===== config.mk =====
export PLATFORM = sky130hd
export DESIGN_NAME = vic_top
export DESIGN_NICKNAME = d
export VERILOG_FILES = /design/src/rtl/vic_pkg.sv /design/src/rtl/vic_event_detect.sv /design/src/rtl/vic_lowest_pick.sv /design/src/rtl/vic_top.sv
export SDC_FILE = /design/constraint.sdc
export NUM_CORES = 1
export LEC_CHECK = 0
export ABC_AREA = 0
export BUFFER_PORTS_ARGS = -buffer_cell sky130_fd_sc_hd__buf_2
export CORE_MARGIN = 2
export CORE_UTILIZATION = 50
export DETAILED_ROUTE_END_ITERATION = 8
export GPL_TIMING_DRIVEN = 1
export PLACE_DENSITY = 0.74
export SLEW_MARGIN = 20
export SYNTH_ARGS = -nofsm -noshare
export SYNTH_HDL_FRONTEND = slang
export SYNTH_HIERARCHICAL = 1
export SYNTH_SLANG_ARGS = --single-unit

===== constraint.sdc =====
create_clock -name clk_i -period 4.04 [get_ports clk_i]
set_input_delay 1.212 -clock clk_i [delete_from_list [all_inputs] [get_ports clk_i]]
set_output_delay 1.212 -clock clk_i [all_outputs]
set_load 0.1 [all_outputs]

===== src/rtl/vic_pkg.sv =====
package vic_pkg;
    localparam int IDX_W    = 3;
    localparam int MASTER_W = 2;

    typedef enum logic [IDX_W-1:0] {
        RI_STATUS = 3'd0,
        RI_PEND   = 3'd1,
        RI_ENAB   = 3'd2,
        RI_ACK    = 3'd3,
        RI_SETEN  = 3'd4,
        RI_CLREN  = 3'd5,
        RI_VEC    = 3'd6,
        RI_MASTER = 3'd7
    } reg_idx_e;
endpackage


===== src/rtl/vic_event_detect.sv =====
module vic_event_detect #(
    parameter int               N         = 32,
    parameter logic [N-1:0]     EDGE_MASK = '0
) (
    input  logic         clk_i,
    input  logic         rst_ni,
    input  logic [N-1:0] src_i,
    output logic [N-1:0] evt_o
);
    logic [N-1:0] prev_d, prev_q;

    always_comb begin
        prev_d = src_i;
    end

    always_ff @(posedge clk_i or negedge rst_ni) begin
        if (!rst_ni) prev_q <= '0;
        else         prev_q <= prev_d;
    end

    for (genvar g = 0; g < N; g++) begin : g_src
        if (EDGE_MASK[g]) begin : g_edge
            assign evt_o[g] = src_i[g] & ~prev_q[g];
        end else begin : g_level
            assign evt_o[g] = src_i[g];
        end
    end
endmodule


===== src/rtl/vic_lowest_pick.sv =====
module vic_lowest_pick #(
    parameter int N     = 32,
    localparam int IDX_W = (N > 1) ? $clog2(N) : 1
) (
    input  logic [N-1:0]     req_i,
    output logic             found_o,
    output logic [IDX_W-1:0] idx_o
);
    always_comb begin
        found_o = 1'b0;
        idx_o   = '0;
        for (int i = N - 1; i >= 0; i--) begin
            if (req_i[i]) begin
                found_o = 1'b1;
                idx_o   = IDX_W'(i);
            end
        end
    end
endmodule


===== src/rtl/vic_top.sv =====
module vic_top #(
    parameter int                 NUM_SRC   = 32,
    parameter int                 DATA_W    = 32,
    parameter logic [NUM_SRC-1:0] EDGE_MASK = 32'h0000_FFFF
) (
    input  logic                      clk_i,
    input  logic                      rst_ni,
    input  logic [NUM_SRC-1:0]        src_i,
    input  logic                      bus_sel_i,
    input  logic                      bus_wr_i,
    input  logic [vic_pkg::IDX_W-1:0] bus_addr_i,
    input  logic [DATA_W-1:0]         bus_wdata_i,
    output logic [DATA_W-1:0]         bus_rdata_o,
    output logic                      irq_o
);
    import vic_pkg::*;

    localparam int VEC_W = (NUM_SRC > 1) ? $clog2(NUM_SRC) : 1;

    typedef struct packed {
        logic [NUM_SRC-1:0]  status;
        logic [NUM_SRC-1:0]  enable;
        logic [MASTER_W-1:0] master;
    } state_t;

    state_t st_d, st_q;

    logic [NUM_SRC-1:0] evt;
    logic [NUM_SRC-1:0] pending;
    logic [NUM_SRC-1:0] wmask;
    logic [NUM_SRC-1:0] ack_mask;
    logic               vec_found;
    logic [VEC_W-1:0]   vec_idx;
    logic               wr_en;

    // Signals exposed to the bound checker
    logic [NUM_SRC-1:0]  status_q;
    logic [NUM_SRC-1:0]  enable_q;
    logic [MASTER_W-1:0] master_q;

    vic_event_detect #(
        .N         (NUM_SRC),
        .EDGE_MASK (EDGE_MASK)
    ) u_evt (
        .clk_i  (clk_i),
        .rst_ni (rst_ni),
        .src_i  (src_i),
        .evt_o  (evt)
    );

    vic_lowest_pick #(
        .N (NUM_SRC)
    ) u_pick (
        .req_i   (pending),
        .found_o (vec_found),
        .idx_o   (vec_idx)
    );

    assign wr_en    = bus_sel_i & bus_wr_i;
    assign wmask    = bus_wdata_i[NUM_SRC-1:0];
    assign pending  = st_q.status & st_q.enable;
    assign status_q = st_q.status;
    assign enable_q = st_q.enable;
    assign master_q = st_q.master;

    // Next-state logic
    always_comb begin
        st_d     = st_q;
        ack_mask = '0;
        if (wr_en) begin
            case (reg_idx_e'(bus_addr_i))
                RI_ENAB:   st_d.enable = wmask;
                RI_SETEN:  st_d.enable = st_q.enable | wmask;
                RI_CLREN:  st_d.enable = st_q.enable & ~wmask;
                RI_ACK:    ack_mask    = wmask;
                RI_MASTER: st_d.master = bus_wdata_i[MASTER_W-1:0];
                default:   ;
            endcase
        end
        // capture event overrides a same-cycle acknowledge
        st_d.status = (st_q.status & ~ack_mask) | evt;
    end

    always_ff @(posedge clk_i or negedge rst_ni) begin
        if (!rst_ni) st_q <= '0;
        else         st_q <= st_d;
    end

    // Read path, same cycle
    always_comb begin
        bus_rdata_o = '0;
        case (reg_idx_e'(bus_addr_i))
            RI_STATUS: bus_rdata_o[NUM_SRC-1:0]  = st_q.status;
            RI_PEND:   bus_rdata_o[NUM_SRC-1:0]  = pending;
            RI_ENAB:   bus_rdata_o[NUM_SRC-1:0]  = st_q.enable;
            RI_VEC:    bus_rdata_o               = vec_found ? DATA_W'(vec_idx) : '1;
            RI_MASTER: bus_rdata_o[MASTER_W-1:0] = st_q.master;
            default:   bus_rdata_o = '0;
        endcase
    end

    assign irq_o = (&st_q.master) & (|pending);
endmodule


# After elaboration in Yosys (flattened, before gate mapping)
# Cells that the tools add are included.
classes:
  n_mux: 70
  n_reduce_logical: 6
  bitwise: 41
  eq_ne: 7
op_table:
  columns: ["op", "count"]
  rows:
  - ["$mux 5", 32]
  - ["$pmux 30 s4", 1]
  - ["$and 32x32->32", 3]
  - ["$mux 32", 3]
  - ["$pmux 32 s3", 1]
  - ["$not 32->32", 2]
  - ["$or 32x32->32", 2]
  - ["$mux 1", 32]
  - ["$reduce_or 32->1", 1]
  - ["$and 1x1->1", 18]
  - ["$not 1->1", 16]
  - ["$eq 3x3->1 const B", 4]
  - ["$pmux 2 s5", 1]
  - ["$eq 3x2->1 const B", 2]
  - ["$reduce_and 2->1", 3]
  - ["$eq 3x1->1 const B", 1]
  - ["$logic_not 3->1", 1]
  - ["$reduce_bool 3->1", 1]
totals:
  input_bits: 71
  output_inout_bits: 33
  reg_bits: 82

# Depth between registers and ports, before layout
logic_depth:
  depth_word: 35
  depth_mapped: 11

# Hierarchy
# The synthesis kept the hierarchy.
by_module_without_submodules:
  columns: ["module", "instances", "area_each_um2", "cells_per_inst"]
  rows:
  - ["vic_top", 1, 3793.6, 448]
  - ["vic_event_detect", 1, 740.7, 48]
  - ["vic_lowest_pick", 1, 370.4, 65]

# Worst setup path after synthesis
# Ideal clock, no wire load.
synth_path:
  path_kind: "reg-to-output"
  startpoint: "register st_q, in the netlist status_q[20]"
  endpoint: "output bus_rdata_o[12]"
  arrival_ps: 3478
  path_slack_ps: -650
  path_buffers: 1
  path_stages_with_launch: 11
  t_required_ps: 2828
  path_cell_list: "dfrtp_1 nand2_1 inv_1 or4_4 nor3_1 nand3b_1 nand2b_1 clkbuf_1 o21ai_0 a22oi_1 o22ai_1"
synth_via:
  elab_chain_len: 24
synth_rtl:
  columns: ["item", "line_no", "source"]
  rows:
  - ["start: declaration", "vic_top.sv:26", "state_t st_d, st_q;"]
  - ["start signal: assignment", "vic_top.sv:86", "else st_q <= st_d;"]
  - ["$and 32x32->32", "vic_top.sv:61", "assign pending = st_q.status & st_q.enable;"]
  - ["via pending[20]", "vic_top.sv:29", "logic [NUM_SRC-1:0] pending;"]
  - ["$mux 1 (21 in series)", "vic_lowest_pick.sv:13", "if (req_i[i]) begin"]
  - ["via vec_found", "vic_top.sv:32", "logic vec_found;"]
  - ["$mux 32", "vic_top.sv:96", "RI_VEC: bus_rdata_o = vec_found ? DATA_W'(vec_idx) : '1;"]
  - ["$pmux 30 s4", "vic_top.sv:92", "case (reg_idx_e'(bus_addr_i))"]
  - ["end: declaration", "vic_top.sv:13", "output logic [DATA_W-1:0] bus_rdata_o,"]
# The timed path passes the listed nets, and every way through them passes these cells.

# Final worst setup path
layout_path:
  startpoint: "register st_q, in the netlist status_q[25]"
  endpoint: "output bus_rdata_o[0]"
layout_via:
  elab_chain_len: 29
layout_rtl:
  columns: ["item", "line_no", "source"]
  rows:
  - ["$and 32x32->32", "vic_top.sv:61", null]
  - ["via pending[25]", "vic_top.sv:29", null]
  - ["$mux 5 (26 in series)", "vic_lowest_pick.sv:13", null]
  - ["via vec_idx[0]", "vic_top.sv:33", "logic [VEC_W-1:0] vec_idx;"]
  - ["$mux 32", "vic_top.sv:96", null]
  - ["$pmux 2 s5", "vic_top.sv:92", null]
# The timed path passes the listed nets, and every way through them passes these cells.

==> flow_summary.toml <==
[logic_synthesis]
yosysMostFrequentCell = "sky130_fd_sc_hd__dfrtp_1"
synth.top_cells.by_area = "sky130_fd_sc_hd__dfrtp_1, sky130_fd_sc_hd__a22o_1, sky130_fd_sc_hd__nand2_1"
synthFlopType = "sky130_fd_sc_hd__dfrtp_1"
synth.lib_cells_used.distinct = 46
yosys-top-cells-count = "sky130_fd_sc_hd__dfrtp_1, sky130_fd_sc_hd__nand2_1, sky130_fd_sc_hd__inv_1, sky130_fd_sc_hd__o21ai_1"
share_of_the_synthesized_area_in_the_top_cell_type_pct = 41.8
synth.largest_area_cell = "sky130_fd_sc_hd__dfrtp_1"
yosys_register_bits = 82
synth_enable_flop_cells = 0
yosysSeqAreaShare_pct = 41.8
ys_warns = 6
async_reset_ff_share_pct = 100
synth_cells = 561
postSynthNetCount = 632
synth_area_per_cell_sq_um = 8.74
syn-cell-area_sq_um = 4900

[critical_path]
max_stage_delay_ns = 0.62
critical_path.top_delay_family = "compound AO/OA/AOI/OAI gates"
worstPathBufferInverterCount = 3
reg2regPathDepth = 3
cp-endpoint = "bus_rdata_o[0]"
worstSetupPathDepth = 11
cp_max_fo = 3
setup.worst_path.class = "reg -> out"
crit_path_top_delay_cell = "sky130_fd_sc_hd__a2111oi_1"
rr_endpoint = "status_q[26]"
endpoint_kind = "output port"
reg2reg_from = "status_q[26]"
cp_cell_sequence = "nand2_1, inv_1, a2111oi_1, o31ai_2, o2111ai_1, a221oi_2, inv_1, a21oi_4, a21oi_2, o22ai_2, buf_12"
critical_path.startpoint = "status_q[25]"
worstPathRequired_ns = 2.83
timing.reg2reg.setup_slack_ns = 3.09
crit_path_start_kind = "register"
critPathMostFrequentCell = "sky130_fd_sc_hd__inv_1"
critical_path_arrival_ns = 2.76

[die]
placement_rows = 36
core_area_sq_um = 9640
start_util_pct = 50.9
io_pins = 104
die-area_sq_um = 10600
fp.dieH_um = 103
chipWidth_um = 103

[layout]
fillerInstances = 737
finalNetCount = 742
final_core_utilization_pct = 71.7
areaGrowthSynthToFinish_pct = 40.8
antenna-diode-count = 0
layout-drive-gt1-share_pct = 38.9
final_area_sq_um = 6910

[hold_path]
worstHoldPathType = "reg -> reg"

[grt]
number_of_antenna_violations_at_the_first_check_in_global_routing = 0
grt_start_max_net_pins = 83
grt_first_pass_wirelength_mm = 22.7
via_count_of_the_first_global_routing_pass = 4676
gr_usage_total_pct = 27.8
grt.overflow.total = 0

[cts]
cts.root.buffer_cell = "sky130_fd_sc_hd__clkbuf_8"
tritoncts.num_buffers = 9
cts.reportedPaths.clkPinSlew_ns = 0.09
cts_tree = "built"
cts_hold_fix_bufs = 0
clock_path_buffers = 2
tritoncts_num_sinks = 82
clock_insertion_delay_worst_skew_ns = 0.37
clock_tree.htree_level_count = 3

[power_and_ir_drop]
leakage_power_nw = 3.03
powerDensity_nw_per_um2 = 447
irDropWorstVdd_mv = 0.341

[place]
place_hpwl_mm = 9.52
pre_cts_worst_setup_slack_ns = 0.247
detailed_place.area_sq_um = 6260
port_buffers = 103
finalWeightedCongestion = 0.901

[sta]
finalCriticalPeriod_ns = 3.97
setup_repair_after_global_routing_missed_its_margin = "true"
slew-limit-headroom_pct = 50.6
final_min_period_over_clock_period_pct = 98.3
report.final.setup_viol = 0
final-max-slew-violation-count = 0
post-route-worst-setup-slack_ns = 0.0704
worst_slew_pin_slew_ns = 0.741
clock.fmax_mhz = 252
timing_hold_violations_final = 0
fin_worst_skew_ns = 0.00434

[route]
number_of_detailed_routing_iterations_run_before_antenna_repair = 7
drt-total-wl_mm = 14.3
routed_via_density = 5.90
dr.first_iter.drc_count = 351
post-route-drc-count = 0
num_vias = 4770
wl_per_cell_um = 17.7
drt.antenna.violating_nets = 0

[outcome]
status = "complete, no violations"

[run]
maxCapViolCount = 0
## worst register-to-register path, stage by stage (launching register included)
cell and delay, ns:
sky130_fd_sc_hd__dfrtp_1 0.42, sky130_fd_sc_hd__buf_4 0.16, sky130_fd_sc_hd__buf_4 0.13, sky130_fd_sc_hd__a21o_1 0.15
## sequential cells by signal, indices dropped and copies added (netlist names)
name,count
enable_q,32
status_q,32
u_evt/prev_q,16
master_q,2
## per-stage QoR
| step | hold WS (ns) | power [mW] | setup TNS, ns | instances |
|---|---|---|---|---|
| 6_report | 0.531 | 3.09 | 0 | 809 |
| 5_1_grt | 0.549 | 3.25 | -0.306 | 809 |
| 4_1_cts | 0.526 | 2.96 | 0 | 786 |
| 3_5_place_dp | 0.496 | 2.25 | 0 | 766 |
| 3_3_place_gp | 0.485 | 2.23 | 0 | 766 |
| 2_1_floorplan | 0.471 | 1.88 | -1.54 | 561 |
## layer usage
metal	track usage, %	vias to the layer above	part of all wire [%]
li1	-	2213	-
met1	36.1	2313	43
met2	45.0	210	47
met3	6.85	34	7.0
met4	11.0	0	2.7
met5	0	-	0
## final cells by class
type	instances	area (sq um)	share of cell area (%)
Clock buffer	12	155	2.25
Clock inverter	4	73.8	1.07
Inverter	67	251	3.64
Multi-Input combinational cell	364	2820	40.8
Sequential cell	82	2050	29.7
Tap cell	133	166	2.41
Timing Repair Buffer	147	1390	20.2
## logic make-up after synthesis
group / count (synthesis) / share of synthesized area, %
mux: 4 / 0.867
compound gates: 218 / 30.0
flops: 82 / 41.8
simple gates: 141 / 16.4
buf+inv: 115 / 10.7
xor+xnor: 1 / 0.179
## cell usage in the layout (no fill, tap or decap), types with 3 or more instances in the layout
| cell type | synthesis | layout |
|---|---|---|
| sky130_fd_sc_hd__a22oi_1 | 27 | 20 |
| sky130_fd_sc_hd__buf_2 | 8 | 70 |
| sky130_fd_sc_hd__a22o_1 | 32 | 32 |
| sky130_fd_sc_hd__nor2b_4 | 16 | 16 |
| sky130_fd_sc_hd__buf_12 | 0 | 36 |
| sky130_fd_sc_hd__inv_2 | 0 | 7 |
| sky130_fd_sc_hd__nand4_1 | 8 | 8 |
| sky130_fd_sc_hd__nand2_1 | 71 | 59 |
| sky130_fd_sc_hd__nand2_2 | 0 | 12 |
| sky130_fd_sc_hd__a21o_1 | 32 | 32 |
| sky130_fd_sc_hd__o22ai_2 | 0 | 21 |
| sky130_fd_sc_hd__a22oi_2 | 0 | 7 |
| sky130_fd_sc_hd__clkbuf_8 | 0 | 11 |
| sky130_fd_sc_hd__inv_1 | 67 | 60 |
| sky130_fd_sc_hd__o21ai_1 | 34 | 36 |
| sky130_fd_sc_hd__nor4_1 | 7 | 3 |
| sky130_fd_sc_hd__nor2_1 | 15 | 14 |
| sky130_fd_sc_hd__o22ai_4 | 0 | 11 |
| sky130_fd_sc_hd__dfrtp_1 | 82 | 82 |
| sky130_fd_sc_hd__o21ai_0 | 29 | 26 |
| sky130_fd_sc_hd__nor3_1 | 7 | 4 |
| sky130_fd_sc_hd__o221a_1 | 3 | 3 |
| sky130_fd_sc_hd__buf_6 | 3 | 4 |
| sky130_fd_sc_hd__a21oi_1 | 15 | 10 |
| sky130_fd_sc_hd__a21oi_2 | 0 | 4 |
| sky130_fd_sc_hd__buf_4 | 16 | 37 |
## worst min-delay path by stage
| stage | from | end | slack, ns | cells after the start |
|---|---|---|---|---|
| 6_report | enable_q[5] | enable_q[5] | 0.53 | 1 |
| 2_1_floorplan | status_q[0] | status_q[0] | 0.47 | 1 |
| 5_1_grt | status_q[25] | status_q[25] | 0.55 | 1 |
| 4_1_cts | status_q[29] | status_q[29] | 0.53 | 1 |
| 3_5_place_dp | status_q[20] | status_q[20] | 0.50 | 1 |
| 3_3_place_gp | status_q[20] | status_q[20] | 0.49 | 1 |
## power by group
group | internal, mW | switching [mW]
registers | 0.920 | 0.0884
clock network | 0.382 | 0.303
logic | 0.531 | 0.864
## timing repair
item | in CTS | in global routing
setup endpoints to repair | 29 | 32
gates cloned | 0 | 0
setup buffers | 4 | 24
pin swaps | 7 | 41
resized for setup | 12 | 46
Note: power is estimated with default switching activity, not from simulation.
